--- config.mk ---
export PLATFORM = sky130hd
export DESIGN_NAME = pll_speedup_timer
export DESIGN_NICKNAME = d
export VERILOG_FILES = /design/src/rtl/su_timer_pkg.sv /design/src/rtl/su_cfg_reg.sv /design/src/rtl/su_limit_calc.sv /design/src/rtl/su_tick_counter.sv /design/src/rtl/pll_speedup_timer.sv
export SDC_FILE = /design/constraint.sdc
export NUM_CORES = 1
export LEC_CHECK = 0
export ABC_AREA = 1
export BUFFER_PORTS_ARGS = -buffer_cell sky130_fd_sc_hd__buf_2
export CORE_ASPECT_RATIO = 1.1
export CORE_MARGIN = 1
export CORE_UTILIZATION = 56
export CTS_BUF_LIST = sky130_fd_sc_hd__clkbuf_8
export CTS_CLUSTER_DIAMETER = 80
export CTS_CLUSTER_SIZE = 25
export DETAILED_ROUTE_END_ITERATION = 12
export PLACE_DENSITY = 0.84
export SLEW_MARGIN = 20
export SYNTH_ARGS = -nofsm -noshare
export SYNTH_HDL_FRONTEND = slang
export SYNTH_SLANG_ARGS = --single-unit
--- constraint.sdc ---
create_clock -name clk -period 8.97 [get_ports clk]
set_clock_uncertainty 0.2 [all_clocks]
set_input_delay 1.3455 -clock clk [delete_from_list [all_inputs] [get_ports clk]]
set_output_delay 1.3455 -clock clk [all_outputs]
set_load 0.02 [all_outputs]
--- src/rtl/su_timer_pkg.sv ---
package su_timer_pkg;

    typedef enum logic [1:0] {
        S_IDLE   = 2'd0,
        S_COUNT  = 2'd1,
        S_ARMED  = 2'd2,
        S_FOLLOW = 2'd3
    } su_state_e;

endpackage

--- src/rtl/su_cfg_reg.sv ---
module su_cfg_reg #(
    parameter int G_W  = 4,
    parameter int NR_W = 16,
    parameter int SM_W = 4
) (
    input  logic            clk,
    input  logic            rst,
    input  logic            load,
    input  logic [G_W-1:0]  g_d,
    input  logic [NR_W-1:0] nr_d,
    input  logic [SM_W-1:0] sm_d,
    output logic [G_W-1:0]  g_q,
    output logic [NR_W-1:0] nr_q,
    output logic [SM_W-1:0] sm_q
);

    always_ff @(posedge clk) begin
        if (rst) begin
            g_q  <= '0;
            nr_q <= NR_W'(1);
            sm_q <= SM_W'(1);
        end else if (load) begin
            g_q  <= g_d;
            nr_q <= nr_d;
            sm_q <= sm_d;
        end
    end

    // configuration defaults are present right after reset
    a_r1_cfg_default: assert property (@(posedge clk)
        $past(rst) |-> (g_q == '0 && nr_q == NR_W'(1) && sm_q == SM_W'(1)));

endmodule

--- src/rtl/su_limit_calc.sv ---
module su_limit_calc #(
    parameter int G_W   = 4,
    parameter int NR_W  = 16,
    parameter int SM_W  = 4,
    parameter int CNT_W = G_W + 1 + NR_W + SM_W + 4
) (
    input  logic [G_W-1:0]   g,
    input  logic [NR_W-1:0]  nr,
    input  logic [SM_W-1:0]  sm,
    output logic [CNT_W-1:0] limit
);

    localparam int PROD_W  = NR_W + SM_W;
    localparam int SCALE_SH = 4;
    localparam logic [G_W-1:0] G_SHORT = {G_W{1'b1}};

    logic [PROD_W-1:0] prod;
    logic [PROD_W-1:0] half;
    logic [CNT_W-1:0]  mult;
    logic [CNT_W-1:0]  long_d;
    logic [CNT_W-1:0]  short_d;

    always_comb begin
        prod    = PROD_W'(nr) * PROD_W'(sm);
        half    = prod >> 1;
        mult    = CNT_W'(g) + CNT_W'(1);
        long_d  = (mult * CNT_W'(prod)) << SCALE_SH;
        short_d = (half > PROD_W'(1)) ? CNT_W'(half - PROD_W'(1)) : CNT_W'(1);
        if (g == G_SHORT) begin
            limit = short_d;
        end else if (long_d == '0) begin
            limit = CNT_W'(1);
        end else begin
            limit = long_d;
        end
    end

    // a window is never zero cycles long
    always_comb begin
        a_r5_limit_nonzero: assert (limit != '0);
    end

endmodule

--- src/rtl/su_tick_counter.sv ---
module su_tick_counter #(
    parameter int CNT_W = 29
) (
    input  logic             clk,
    input  logic             rst,
    input  logic             clear,
    input  logic             run,
    input  logic [CNT_W-1:0] limit,
    output logic [CNT_W-1:0] count,
    output logic             last
);

    always_ff @(posedge clk) begin
        if (rst || clear) begin
            count <= '0;
        end else if (run) begin
            count <= count + CNT_W'(1);
        end
    end

    assign last = (count == limit - CNT_W'(1));

    // the counter advances by exactly one per running cycle
    a_r3_step_one: assert property (@(posedge clk) disable iff (rst)
        (run && !clear) |=> count == $past(count) + CNT_W'(1));

    // a clear returns the count to zero
    a_r6_clear_zero: assert property (@(posedge clk) disable iff (rst)
        clear |=> count == '0);

endmodule

--- src/rtl/pll_speedup_timer.sv ---
module pll_speedup_timer
    import su_timer_pkg::*;
#(
    parameter int G_W  = 4,
    parameter int NR_W = 16,
    parameter int SM_W = 4
) (
    input  logic            clk,
    input  logic            rst,
    input  logic            cfg_load,
    input  logic [G_W-1:0]  cfg_g,
    input  logic [NR_W-1:0] cfg_nr,
    input  logic [SM_W-1:0] cfg_sm,
    input  logic            main_load,
    input  logic            mode_emul,
    input  logic            strobe,
    output logic            su_prop_hi,
    output logic            su_int_on
);

    localparam int CNT_W = G_W + 1 + NR_W + SM_W + 4;

    su_state_e state;
    su_state_e nxt;

    logic [G_W-1:0]   g_q;
    logic [NR_W-1:0]  nr_q;
    logic [SM_W-1:0]  sm_q;
    logic [CNT_W-1:0] lim_d;
    logic [CNT_W-1:0] lim_q;
    logic [CNT_W-1:0] cnt;
    logic             cnt_last;
    logic             cnt_run;

    su_cfg_reg #(.G_W(G_W), .NR_W(NR_W), .SM_W(SM_W)) u_cfg (
        .clk  (clk),
        .rst  (rst),
        .load (cfg_load),
        .g_d  (cfg_g),
        .nr_d (cfg_nr),
        .sm_d (cfg_sm),
        .g_q  (g_q),
        .nr_q (nr_q),
        .sm_q (sm_q)
    );

    su_limit_calc #(.G_W(G_W), .NR_W(NR_W), .SM_W(SM_W), .CNT_W(CNT_W)) u_lim (
        .g     (g_q),
        .nr    (nr_q),
        .sm    (sm_q),
        .limit (lim_d)
    );

    // window length is frozen at the write edge
    always_ff @(posedge clk) begin
        if (rst) begin
            lim_q <= CNT_W'(1);
        end else if (main_load) begin
            lim_q <= lim_d;
        end
    end

    assign cnt_run = (state == S_COUNT) && !cnt_last;

    su_tick_counter #(.CNT_W(CNT_W)) u_cnt (
        .clk   (clk),
        .rst   (rst),
        .clear (main_load),
        .run   (cnt_run),
        .limit (lim_q),
        .count (cnt),
        .last  (cnt_last)
    );

    // next-state decode
    always_comb begin
        nxt = state;
        unique case (state)
            S_IDLE: begin
                if (main_load) nxt = mode_emul ? S_ARMED : S_COUNT;
            end
            S_COUNT: begin
                if (main_load)     nxt = mode_emul ? S_ARMED : S_COUNT;
                else if (cnt_last) nxt = S_IDLE;
            end
            S_ARMED: begin
                if (main_load)   nxt = mode_emul ? S_ARMED : S_COUNT;
                else if (strobe) nxt = S_FOLLOW;
            end
            S_FOLLOW: begin
                if (main_load)    nxt = !mode_emul ? S_COUNT : (strobe ? S_FOLLOW : S_ARMED);
                else if (!strobe) nxt = S_IDLE;
            end
            default: nxt = S_IDLE;
        endcase
    end

    // state register
    always_ff @(posedge clk) begin
        if (rst) state <= S_IDLE;
        else     state <= nxt;
    end

    // output register
    always_ff @(posedge clk) begin
        if (rst) begin
            su_prop_hi <= 1'b0;
            su_int_on  <= 1'b0;
        end else begin
            su_prop_hi <= (nxt == S_COUNT) || (nxt == S_FOLLOW);
            su_int_on  <= (nxt == S_COUNT) || (nxt == S_FOLLOW);
        end
    end

    // enables are low in the cycle after reset
    a_r1_reset_quiet: assert property (@(posedge clk)
        $past(rst) |-> (!su_prop_hi && !su_int_on && state == S_IDLE));

    // both enables agree
    a_r10_enables_match: assert property (@(posedge clk) disable iff (rst)
        su_prop_hi == su_int_on);

    // the count stays below the latched limit while counting
    a_r3_no_overflow: assert property (@(posedge clk) disable iff (rst)
        (state == S_COUNT) |-> cnt < lim_q);

    // a counted-mode write always (re)starts a counted window
    a_r6_restart: assert property (@(posedge clk) disable iff (rst)
        (main_load && !mode_emul) |=> (state == S_COUNT && cnt == '0 && su_prop_hi));

    // with no write, an idle block stays idle whatever the strobe does
    a_r9_idle_holds: assert property (@(posedge clk) disable iff (rst)
        (state == S_IDLE && !main_load) |=> (state == S_IDLE && !su_prop_hi));

    // a strobe seen low while following closes the window
    a_r8_strobe_close: assert property (@(posedge clk) disable iff (rst)
        (state == S_FOLLOW && !strobe && !main_load) |=> !su_prop_hi);

    // the window opens only from the armed state with the strobe high
    a_r8_open_from_arm: assert property (@(posedge clk) disable iff (rst)
        (state == S_ARMED && strobe && !main_load) |=> (state == S_FOLLOW && su_prop_hi));

endmodule

==> impl_metrics.json, run 1 <==
{
  "drtIter0Drc": 695,
  "power.leakage_uw": 0.00646,
  "coreArea_um2": 20000,
  "synth.top_cell.area_share": 0.160,
  "critPathMaxStageDelay_ns": 0.68,
  "dp.cells": 2128,
  "synth_nets": 2062,
  "cp-start-kind": "flop",
  "drt-pass1-iter-count": 9,
  "rrSetupSlack_ns": 1.64,
  "die_w_um": 139,
  "cts_tree": "yes",
  "detail-route-antenna-nets": 0,
  "cap_violations": 0,
  "finalCritPeriodShare": 0.818,
  "cts-resized-gates": 0,
  "worst_setup_path_end_kind": "flop",
  "ys_top_cells_by_count": "nand2_1, inv_1, nor2_1",
  "nets": 2061,
  "cts_setup_buffers": 0,
  "crit_arrival_ns": 7.46,
  "required_ns": 9.09,
  "hold_violations": 0,
  "start_util": 0.577,
  "path_class": "reg2reg",
  "grt_pass1_vias": 11400,
  "die_area_um2": 21200,
  "vias_per_cell": 5.41,
  "grt_max_degree": 36,
  "synth_top_area_cell": "nand2_1",
  "dp.final_hpwl_mm": 25.6,
  "setup_tns_ns": 0,
  "area_growth_pct": 4.35,
  "critPathMaxFanout": 17,
  "vias": 11600,
  "yosysSeqAreaShare": 0.146,
  "status": "complete, but fails checks",
  "grtUsageTotal": 0.304,
  "worstHoldPathCells": 2,
  "num-fill-cells": 1987,
  "synth_area_leaders": "nand2_1, dfxtp_1, fa_1",
  "pin_count": 32,
  "ys.warnings.count": 0,
  "clockBufferDepth": 2,
  "hold_buffers": 0,
  "syn_area_per_cell_um2": 6.11,
  "grt_pass1_wl_mm": 53.1,
  "htreeDepth": 3,
  "multiInputGateArea_um2": 8410,
  "finalNonFillerCells": 2144,
  "antenna_found_initial": 0,
  "powerDensity_nw_per_um2": 130,
  "synth_edf_count": 0,
  "tightest_slew_ns": 1.03,
  "async_flop_share": 0,
  "path_clk_slew_ns": 0.10,
  "crit_path_frequent_cell": "nand2_1",
  "post_drt_wl_per_cell_um": 14.4,
  "min_path_type": "reg2reg",
  "grt_overflow": 0,
  "routed_wirelength_mm": 30.9,
  "ys_seq_elements": 84,
  "drc_errors": 1,
  "slew_viol_final": 0,
  "drive_gt1_frac": 0.0566,
  "clockRootBuffer": "clkbuf_8",
  "synth_cell_types": 41,
  "diodes": 0,
  "slowest_stage": "dfxtp_1",
  "ys.flop_type": "dfxtp_1",
  "yosysMostFrequentCell": "nand2_1",
  "rsz0062_at_grt": "false",
  "final-seq-area_um2": 1680,
  "cts.sinks": 84,
  "violations": "DRC",
  "setup_violations": 0,
  "netlist_area_um2": 11500,
  "num_rows": 54,
  "r2r_cells": 33,
  "numCtsBuffers": 9,
  "io_buffers": 31,
  "timing.hold.ws_ns": 0.297,
  "routabilityCongestion": 0.994,
  "ir_worst_vdd_mv": 0.0844,
  "worstSkewPairLatency_ns": 0.39,
  "timing.fmax_mhz": 136,
  "finalCriticalPeriod_ns": 7.33,
  "die_h_um": 153,
  "syn_inst": 1888,
  "relSlewSlack": 0.309
}
-- worst paths after layout --
check | start | endpoint
worst max-delay path | u_cfg.sm_q[3]$_SDFFE_PP0P_ | lim_q[0]$_SDFFE_PP1P_
worst max register to register | u_cfg.sm_q[3]$_SDFFE_PP0P_ | lim_q[0]$_SDFFE_PP1P_
worst min register to register | u_cnt.count[28]$_SDFFE_PP0P_ | u_cnt.count[28]$_SDFFE_PP0P_
worst min-delay path | u_cnt.count[28]$_SDFFE_PP0P_ | u_cnt.count[28]$_SDFFE_PP0P_
-- logic make-up (layout without fill, tap and decap cells) --
kind of cell	Yosys count	in the layout	synth area share
simple gates	1035	1035	0.381
buf+inv	379	383	0.126
flops	84	84	0.146
fa+ha+maj	144	144	0.209
xor+xnor	86	86	0.0659
compound gates	160	160	0.0723
-- metrics by stage --
stage	area (µm²)	util	total power (µW)	setup WS, ns
after floorplan	11500	-	1100	2.28
after global placement	11800	0.592	1260	1.78
after detailed placement	11800	0.592	1280	1.71
after CTS	12000	0.602	1570	1.66
after global routing	12000	0.602	1710	0.958
final	12000	0.602	1560	1.64
-- registers in the layout, summed over array words and instances, names as in the netlist, named ones only --
name and count:
state 1, u_cfg.g_q 4, u_cnt.count 29, u_cfg.sm_q 4
lim_q 29, u_cfg.nr_q 16
-- cell type report --
| type | instances | area share |
|---|---|---|
| sequential | 84 | 0.140 |
| clock buffer | 9 | 0.0103 |
| clock inverter | 7 | 0.00634 |
| multi-input combinational | 1425 | 0.698 |
| tap | 252 | 0.0262 |
| inverter | 330 | 0.103 |
| timing repair buffer | 37 | 0.0166 |
-- worst max-delay path: cells and delay by family (launching register included) --
| family | cells | cell delay (ns) |
|---|---|---|
| simple gates | 19 | 2.26 |
| flops | 1 | 0.68 |
| xor+xnor | 1 | 0.19 |
| buf+inv | 6 | 0.42 |
| fa+ha+maj | 7 | 3.54 |
-- report_power, final --
| part | switching [µW] | internal (µW) |
|---|---|---|
| Combinational | 555 | 290 |
| Clock | 172 | 111 |
| Sequential | 37.5 | 399 |
-- cells in the final DEF, fill, tap and decap left out, drive strengths merged, types with 2 or more instances in the layout --
master,synthesis,layout
fa,82,82
o31ai,2,2
nand2,509,509
o22ai,4,4
clkbuf,36,9
nor4,9,9
clkinv,5,8
o21bai,2,2
nand4,26,26
o21ai,48,48
nand3,165,165
xnor2,14,14
xor2,72,72
a21oi,96,96
nor3b,4,4
ha,62,62
dfxtp,84,84
or2,9,9
nor3,26,26
o211ai,3,3
nand3b,7,7
buf,13,37
and2,3,3
inv,325,329
a21o,2,2
nor2,277,277
-- routing by layer --
layer / up-vias / share of wire / GRT usage
li1: 5833 / - / -
met1: 5372 / 0.41 / 0.349
met2: 320 / 0.50 / 0.560
met3: 84 / 0.043 / 0.0415
met4: 0 / 0.044 / 0.135
met5: - / 0 / 0
(Power assumes the default switching activity.)
==> run 2: changes to the inputs <==
--- a/config.mk
+++ b/config.mk
@@ -5,7 +5,7 @@
 export SDC_FILE = /design/constraint.sdc
 export NUM_CORES = 1
 export LEC_CHECK = 0
-export ABC_AREA = 1
+export ABC_AREA = 0
 export BUFFER_PORTS_ARGS = -buffer_cell sky130_fd_sc_hd__buf_2
 export CORE_ASPECT_RATIO = 1.1
 export CORE_MARGIN = 1
==> constraint.sdc (replaced) <==
create_clock -name clk -period 7.6 [get_ports clk]
set_clock_uncertainty 0.2 [all_clocks]
set_input_delay 1.14 -clock clk [delete_from_list [all_inputs] [get_ports clk]]
set_output_delay 1.14 -clock clk [all_outputs]
set_load 0.02 [all_outputs]
==> run 2 against run 1 <==
The run now ends clean; utilization grew 2.6 points; register-to-register slack worse by 1.4 ns; non-clock buffer count rose by 29; sequential share of layout area grew 0.70 points; clock-buffer cell count is the same; critical endpoint unchanged; largest power group unchanged; highest routed layer unchanged.
==> impl_metrics.json, run 2 <==
{
  "detail-route-antenna-nets": 0,
  "final_util": 0.628,
  "area_growth_pct": 9.81,
  "critPathMaxFanout": 13,
  "finalCritPeriodShare": 0.967,
  "ys_top_cells_by_count": "nor2_1, inv_1, nand2_1",
  "cp-start-kind": "flop",
  "setup.worst_path.start": "u_cfg.sm_q[3]$_SDFFE_PP0P_",
  "crit_arrival_ns": 7.44,
  "pin_count": 32,
  "netlist_area_um2": 10500,
  "coreArea_um2": 18300,
  "timing.fmax_mhz": 136,
  "power.leakage_uw": 0.00511,
  "required_ns": 7.69,
  "async_flop_share": 0,
  "grt_pass1_wl_mm": 43.8,
  "min_path_type": "reg2reg",
  "mostFrequentLayoutCell": "nor2_1",
  "grt_overflow": 0,
  "routed_wirelength_mm": 26.5,
  "cp_num_buf_inv": 6,
  "rr_endpoint": "lim_q[0]$_SDFFE_PP1P_",
  "grt_max_degree": 67,
  "die_h_um": 146,
  "grtUsageTotal": 0.274,
  "dpl_cell_area_um2": 10900,
  "syn_area_per_cell_um2": 7.86,
  "place_worst_setup_slack_ns": -0.111,
  "start_util": 0.572,
  "post_drt_wl_per_cell_um": 16.6,
  "hold_violations": 0,
  "power.total_uw": 1490,
  "reg.largest.list": "lim_q (29), u_cnt.count (29), u_cfg.nr_q (16)",
  "ir_worst_vdd_mv": 0.0951,
  "crit_cells": 29,
  "grt_pass1_vias": 9553,
  "rrSetupSlack_ns": 0.25,
  "drtIter0Drc": 525,
  "die_w_um": 133,
  "drive_gt1_frac": 0.131,
  "antenna_found_initial": 0,
  "ys.warnings.count": 0,
  "vias": 9757,
  "finalCriticalPeriod_ns": 7.35,
  "clockBufferDepth": 2,
  "cap_violations": 0,
  "timing.hold.ws_ns": 0.308,
  "worstSkewPairLatency_ns": 0.39,
  "vias_per_cell": 6.11,
  "powerDensity_nw_per_um2": 129,
  "final_cell_mix": "nor2_1, inv_1, nand2_1",
  "synth_top_area_cell": "dfxtp_1",
  "ys.flop_type": "dfxtp_1",
  "nets": 1522,
  "clockRootBuffer": "clkbuf_8",
  "r2r_cells": 29,
  "ys_seq_elements": 84,
  "dp.final_hpwl_mm": 20.1,
  "drt-pass1-iter-count": 5,
  "critPathCapture": "lim_q[0]$_SDFFE_PP1P_",
  "path_clk_slew_ns": 0.10,
  "yosysMostFrequentCell": "nor2_1",
  "synth_nets": 1510,
  "slowest_stage": "fa_1",
  "critPathMaxStageDelay_ns": 0.54,
  "io_buffers": 31,
  "synth_edf_count": 0,
  "worst_setup_path_end_kind": "flop",
  "drc_errors": 0,
  "cp_top_family": "adder cells",
  "num_rows": 52,
  "path_class": "reg2reg",
  "crit_path_frequent_cell": "fa_1",
  "cts_tree": "yes",
  "tightest_slew_ns": 0.905,
  "htreeDepth": 3,
  "cts.sinks": 84,
  "stdcell_area_um2": 11500,
  "r2r_start": "u_cfg.sm_q[3]$_SDFFE_PP0P_",
  "syn_inst": 1336,
  "setup_ws_ns": 0.253,
  "slew_viol_final": 0,
  "routabilityCongestion": 0.910,
  "relSlewSlack": 0.395,
  "die_area_um2": 19300,
  "diodes": 0,
  "numCtsBuffers": 9,
  "status": "finished clean",
  "synth_cell_types": 83,
  "setup_violations": 0,
  "synth.top_cell.area_share": 0.160,
  "yosysSeqAreaShare": 0.160,
  "hold_buffers": 0,
  "synth_area_leaders": "dfxtp_1, fa_1, ha_1"
}
==> run 2: tightest hold or removal path, stage by stage, from the launching register on <==
cell and delay [ns]:
dfxtp_1 0.33, nor2_1 0.08, a211oi_1 0.05
==> run 2: layout make-up <==
| class | count | area [µm²] |
|---|---|---|
| multi-input combinational | 1071 | 8460 |
| fill | 1509 | 6820 |
| sequential | 84 | 1690 |
| inverter | 116 | 435 |
| timing repair buffer | 66 | 418 |
| tap | 243 | 304 |
| clock buffer | 9 | 124 |
| clock inverter | 7 | 92.6 |
==> run 2: how the worst min path moves through the flow <==
stage          slack [ns]                    startpoint  cells after the start                            to
5_1_grt              0.34        lim_q[22]$_SDFFE_PP0P_                      2        lim_q[22]$_SDFFE_PP0P_
4_1_cts              0.31        lim_q[22]$_SDFFE_PP0P_                      2        lim_q[22]$_SDFFE_PP0P_
3_5_place_dp         0.30        lim_q[22]$_SDFFE_PP0P_                      2        lim_q[22]$_SDFFE_PP0P_
3_3_place_gp         0.28  u_cnt.count[10]$_SDFFE_PP0P_                      2  u_cnt.count[10]$_SDFFE_PP0P_
6_report             0.31        lim_q[22]$_SDFFE_PP0P_                      2        lim_q[22]$_SDFFE_PP0P_
2_1_floorplan        0.26  u_cnt.count[28]$_SDFFE_PP0P_                      2  u_cnt.count[28]$_SDFFE_PP0P_
==> run 2: what timing repair did <==
action | 4_1_cts | 5_1_grt
setup buffers | 0 | 5
gates resized for setup | 6 | 84
pin swaps | 1 | 24
endpoints found under the setup margin | 2 | 8
==> run 2: logic make-up (layout without fill, tap and decap cells) <==
logic type,Yosys count,in the layout,synth area share
AO/OA/AOI/OAI,240,240,0.165
XOR/XNOR,85,85,0.0709
adder cells (fa/ha/maj),144,144,0.230
buffers and inverters,181,198,0.0678
flip-flops,84,84,0.160
multiplexers,32,32,0.0305
AND/OR/NAND/NOR,570,570,0.276
==> run 2: routing by layer <==
layer  vias up  global-route usage  routed length, µm
li1       4652                   -                  -
met2       297               0.489              13400
met4         0               0.155               1280
met5         -                   0                  0
met3        97              0.0383               1130
met1      4711               0.314              10700
==> run 2: power by group <==
group          internal, µW  total, µW  switching (µW)
registers               462        496            34.1
clock network           185        368             183
logic                   251        622             371
total                   898       1490             588
==> run 2: through the flow <==
stage,cells,setup TNS (ns)
4_1_cts,1591,0
3_3_place_gp,1575,0
2_1_floorplan,1336,0
5_1_grt,1596,-0.128
3_5_place_dp,1575,-0.111
6_report,1596,0
==> run 3: changes to the inputs <==
--- a/config.mk
+++ b/config.mk
@@ -6,6 +6,7 @@
 export NUM_CORES = 1
 export LEC_CHECK = 0
 export ABC_AREA = 0
+export ABC_CLOCK_PERIOD_IN_PS = 7600
 export BUFFER_PORTS_ARGS = -buffer_cell sky130_fd_sc_hd__buf_2
 export CORE_ASPECT_RATIO = 1.1
 export CORE_MARGIN = 1
@@ -15,6 +16,7 @@
 export CTS_CLUSTER_SIZE = 25
 export DETAILED_ROUTE_END_ITERATION = 12
 export PLACE_DENSITY = 0.84
+export SKIP_CTS_REPAIR_TIMING = 1
 export SLEW_MARGIN = 20
 export SYNTH_ARGS = -nofsm -noshare
 export SYNTH_HDL_FRONTEND = slang
==> constraint.sdc (replaced) <==
create_clock -name clk -period 7.6 [get_ports clk]
set_clock_uncertainty 0.2 [all_clocks]
set_input_delay 0.76 -clock clk [delete_from_list [all_inputs] [get_ports clk]]
set_output_delay 0.76 -clock clk [all_outputs]
set_load 0.02 [all_outputs]
==> run 3 against run 2 <==
Hold slack better by 0.00074 ns; critical path depth unchanged; setup slack better by 0.0013 ns; largest cell class unchanged; utilization is 0.061 points lower; die area unchanged; clock-buffer cell count unchanged; combinational power hardly changed; flip-flop and latch count stayed put; register-to-register slack about the same; global-route usage about the same; first-iteration DRC count increased by 6.1%; cell count is 0.13% higher; critical endpoint unchanged.
==> impl_metrics.json, run 3 (same netlist as run 2, synthesis figures left out) <==
{
  "htreeDepth": 3,
  "finalCriticalPeriod_ns": 7.35,
  "cp_num_buf_inv": 5,
  "area_growth_pct": 9.70,
  "required_ns": 7.69,
  "powerDensity_nw_per_um2": 129,
  "pin_count": 32,
  "path_clk_slew_ns": 0.10,
  "crit_arrival_ns": 7.43,
  "final_cell_mix": "nor2_1, inv_1, nand2_1",
  "power.total_uw": 1480,
  "drt-pass1-iter-count": 5,
  "cp-start-kind": "flop",
  "ir_worst_vdd_mv": 0.0958,
  "start_util": 0.572,
  "power.leakage_uw": 0.00511,
  "clockBufferDepth": 2,
  "setup_tns_ns": 0,
  "cts_tree": "yes",
  "status": "finished clean",
  "drc_errors": 0,
  "setup_violations": 0,
  "min_path_type": "reg2reg",
  "cts.sinks": 84,
  "antenna_found_initial": 0,
  "min-delay-start": "lim_q[22]$_SDFFE_PP0P_",
  "num_rows": 52,
  "nets": 1524,
  "tightest_slew_ns": 0.900,
  "post_drt_wl_per_cell_um": 16.5,
  "dp.final_hpwl_mm": 20.1,
  "grtUsageTotal": 0.274,
  "reg.largest.list": "lim_q (29), u_cnt.count (29), u_cfg.nr_q (16)",
  "die_area_um2": 19300,
  "clockRootBuffer": "clkbuf_8",
  "crit_path_frequent_cell": "fa_1",
  "timing.fmax_mhz": 136,
  "slew_viol_final": 0,
  "grt_overflow": 0,
  "path_class": "reg2reg",
  "cap_violations": 0,
  "stdcell_area_um2": 11500,
  "diodes": 0,
  "grt_pass1_vias": 9554,
  "routabilityCongestion": 0.910,
  "critPathMaxFanout": 13,
  "dpl_cell_area_um2": 10900,
  "num-fill-cells": 1525,
  "setup_ws_ns": 0.254,
  "critPathMaxStageDelay_ns": 0.54,
  "drive_gt1_frac": 0.129,
  "finalCritPeriodShare": 0.967,
  "r2r_start": "u_cfg.sm_q[3]$_SDFFE_PP0P_",
  "grt_pass1_wl_mm": 43.8,
  "slowest_stage": "fa_1",
  "hold_violations": 0,
  "die_w_um": 133,
  "drtIter0Drc": 557,
  "mostFrequentLayoutCell": "nor2_1",
  "worstHoldPathCells": 2,
  "coreArea_um2": 18300,
  "numCtsBuffers": 9,
  "io_buffers": 31,
  "worstSkewPairLatency_ns": 0.39,
  "vias_per_cell": 6.09,
  "rr_endpoint": "lim_q[0]$_SDFFE_PP1P_",
  "detail-route-antenna-nets": 0,
  "cp_top_family": "adder cells",
  "place_worst_setup_slack_ns": -0.111,
  "r2r_cells": 29,
  "rrSetupSlack_ns": 0.25,
  "worst_setup_path_end_kind": "flop",
  "relSlewSlack": 0.399,
  "hold_end": "lim_q[22]$_SDFFE_PP0P_",
  "grt_max_degree": 67,
  "vias": 9731,
  "routed_wirelength_mm": 26.4,
  "die_h_um": 146
}
==> run 3: worst max-delay path by stage <==
stage / start / endpoint / cells after the start
after floorplan: u_cfg.sm_q[3]$_SDFFE_PP0P_ / lim_q[0]$_SDFFE_PP1P_ / 26
after global placement: u_cfg.sm_q[3]$_SDFFE_PP0P_ / lim_q[0]$_SDFFE_PP1P_ / 29
after detailed placement: u_cfg.sm_q[3]$_SDFFE_PP0P_ / lim_q[0]$_SDFFE_PP1P_ / 29
after CTS: u_cfg.sm_q[2]$_SDFFE_PP0P_ / lim_q[0]$_SDFFE_PP1P_ / 29
after global routing: u_cfg.sm_q[2]$_SDFFE_PP0P_ / lim_q[0]$_SDFFE_PP1P_ / 29
final: u_cfg.sm_q[3]$_SDFFE_PP0P_ / lim_q[0]$_SDFFE_PP1P_ / 29
==> run 3: worst reg2reg max path, delay by kind of cell (launching register included) <==
family / cells / cell delay [ns]
adder cells (fa/ha/maj): 7 / 3.17
AND/OR/NAND/NOR: 9 / 1.48
buffers and inverters: 5 / 0.39
flip-flops: 1 / 0.36
AO/OA/AOI/OAI: 8 / 1.65
==> run 3: layout make-up <==
cell class / count / area [µm²] / share of cell area
multi-input combinational: 1071 / 8440 / 0.733
sequential: 84 / 1690 / 0.147
clock buffer: 9 / 124 / 0.0108
inverter: 116 / 435 / 0.0378
clock inverter: 7 / 92.6 / 0.00804
tap: 243 / 304 / 0.0264
timing repair buffer: 68 / 433 / 0.0376
==> run 3: per-layer routing <==
layer | global-route usage | up-vias | routed length (µm)
met3 | 0.0387 | 104 | 1140
met5 | 0 | - | 0
met2 | 0.487 | 286 | 13300
li1 | - | 4670 | -
met1 | 0.315 | 4671 | 10600
met4 | 0.153 | 0 | 1350
==> run 3: power breakdown <==
part / switching, µW / leakage, µW / total (µW) / internal (µW)
Sequential: 34.1 / 0.000690 / 496 / 462
Combinational: 370 / 0.00431 / 622 / 252
Clock: 180 / 0.000112 / 364 / 185
Total: 583 / 0.00511 / 1480 / 898
==> run 3: per-stage QoR <==
step | util | hold WS [ns] | std cells
after floorplan | - | 0.260 | 1336
after global placement | 0.594 | 0.281 | 1575
after detailed placement | 0.594 | 0.302 | 1575
after CTS | 0.606 | 0.313 | 1591
after global routing | 0.628 | 0.343 | 1598
final | 0.628 | 0.309 | 1598
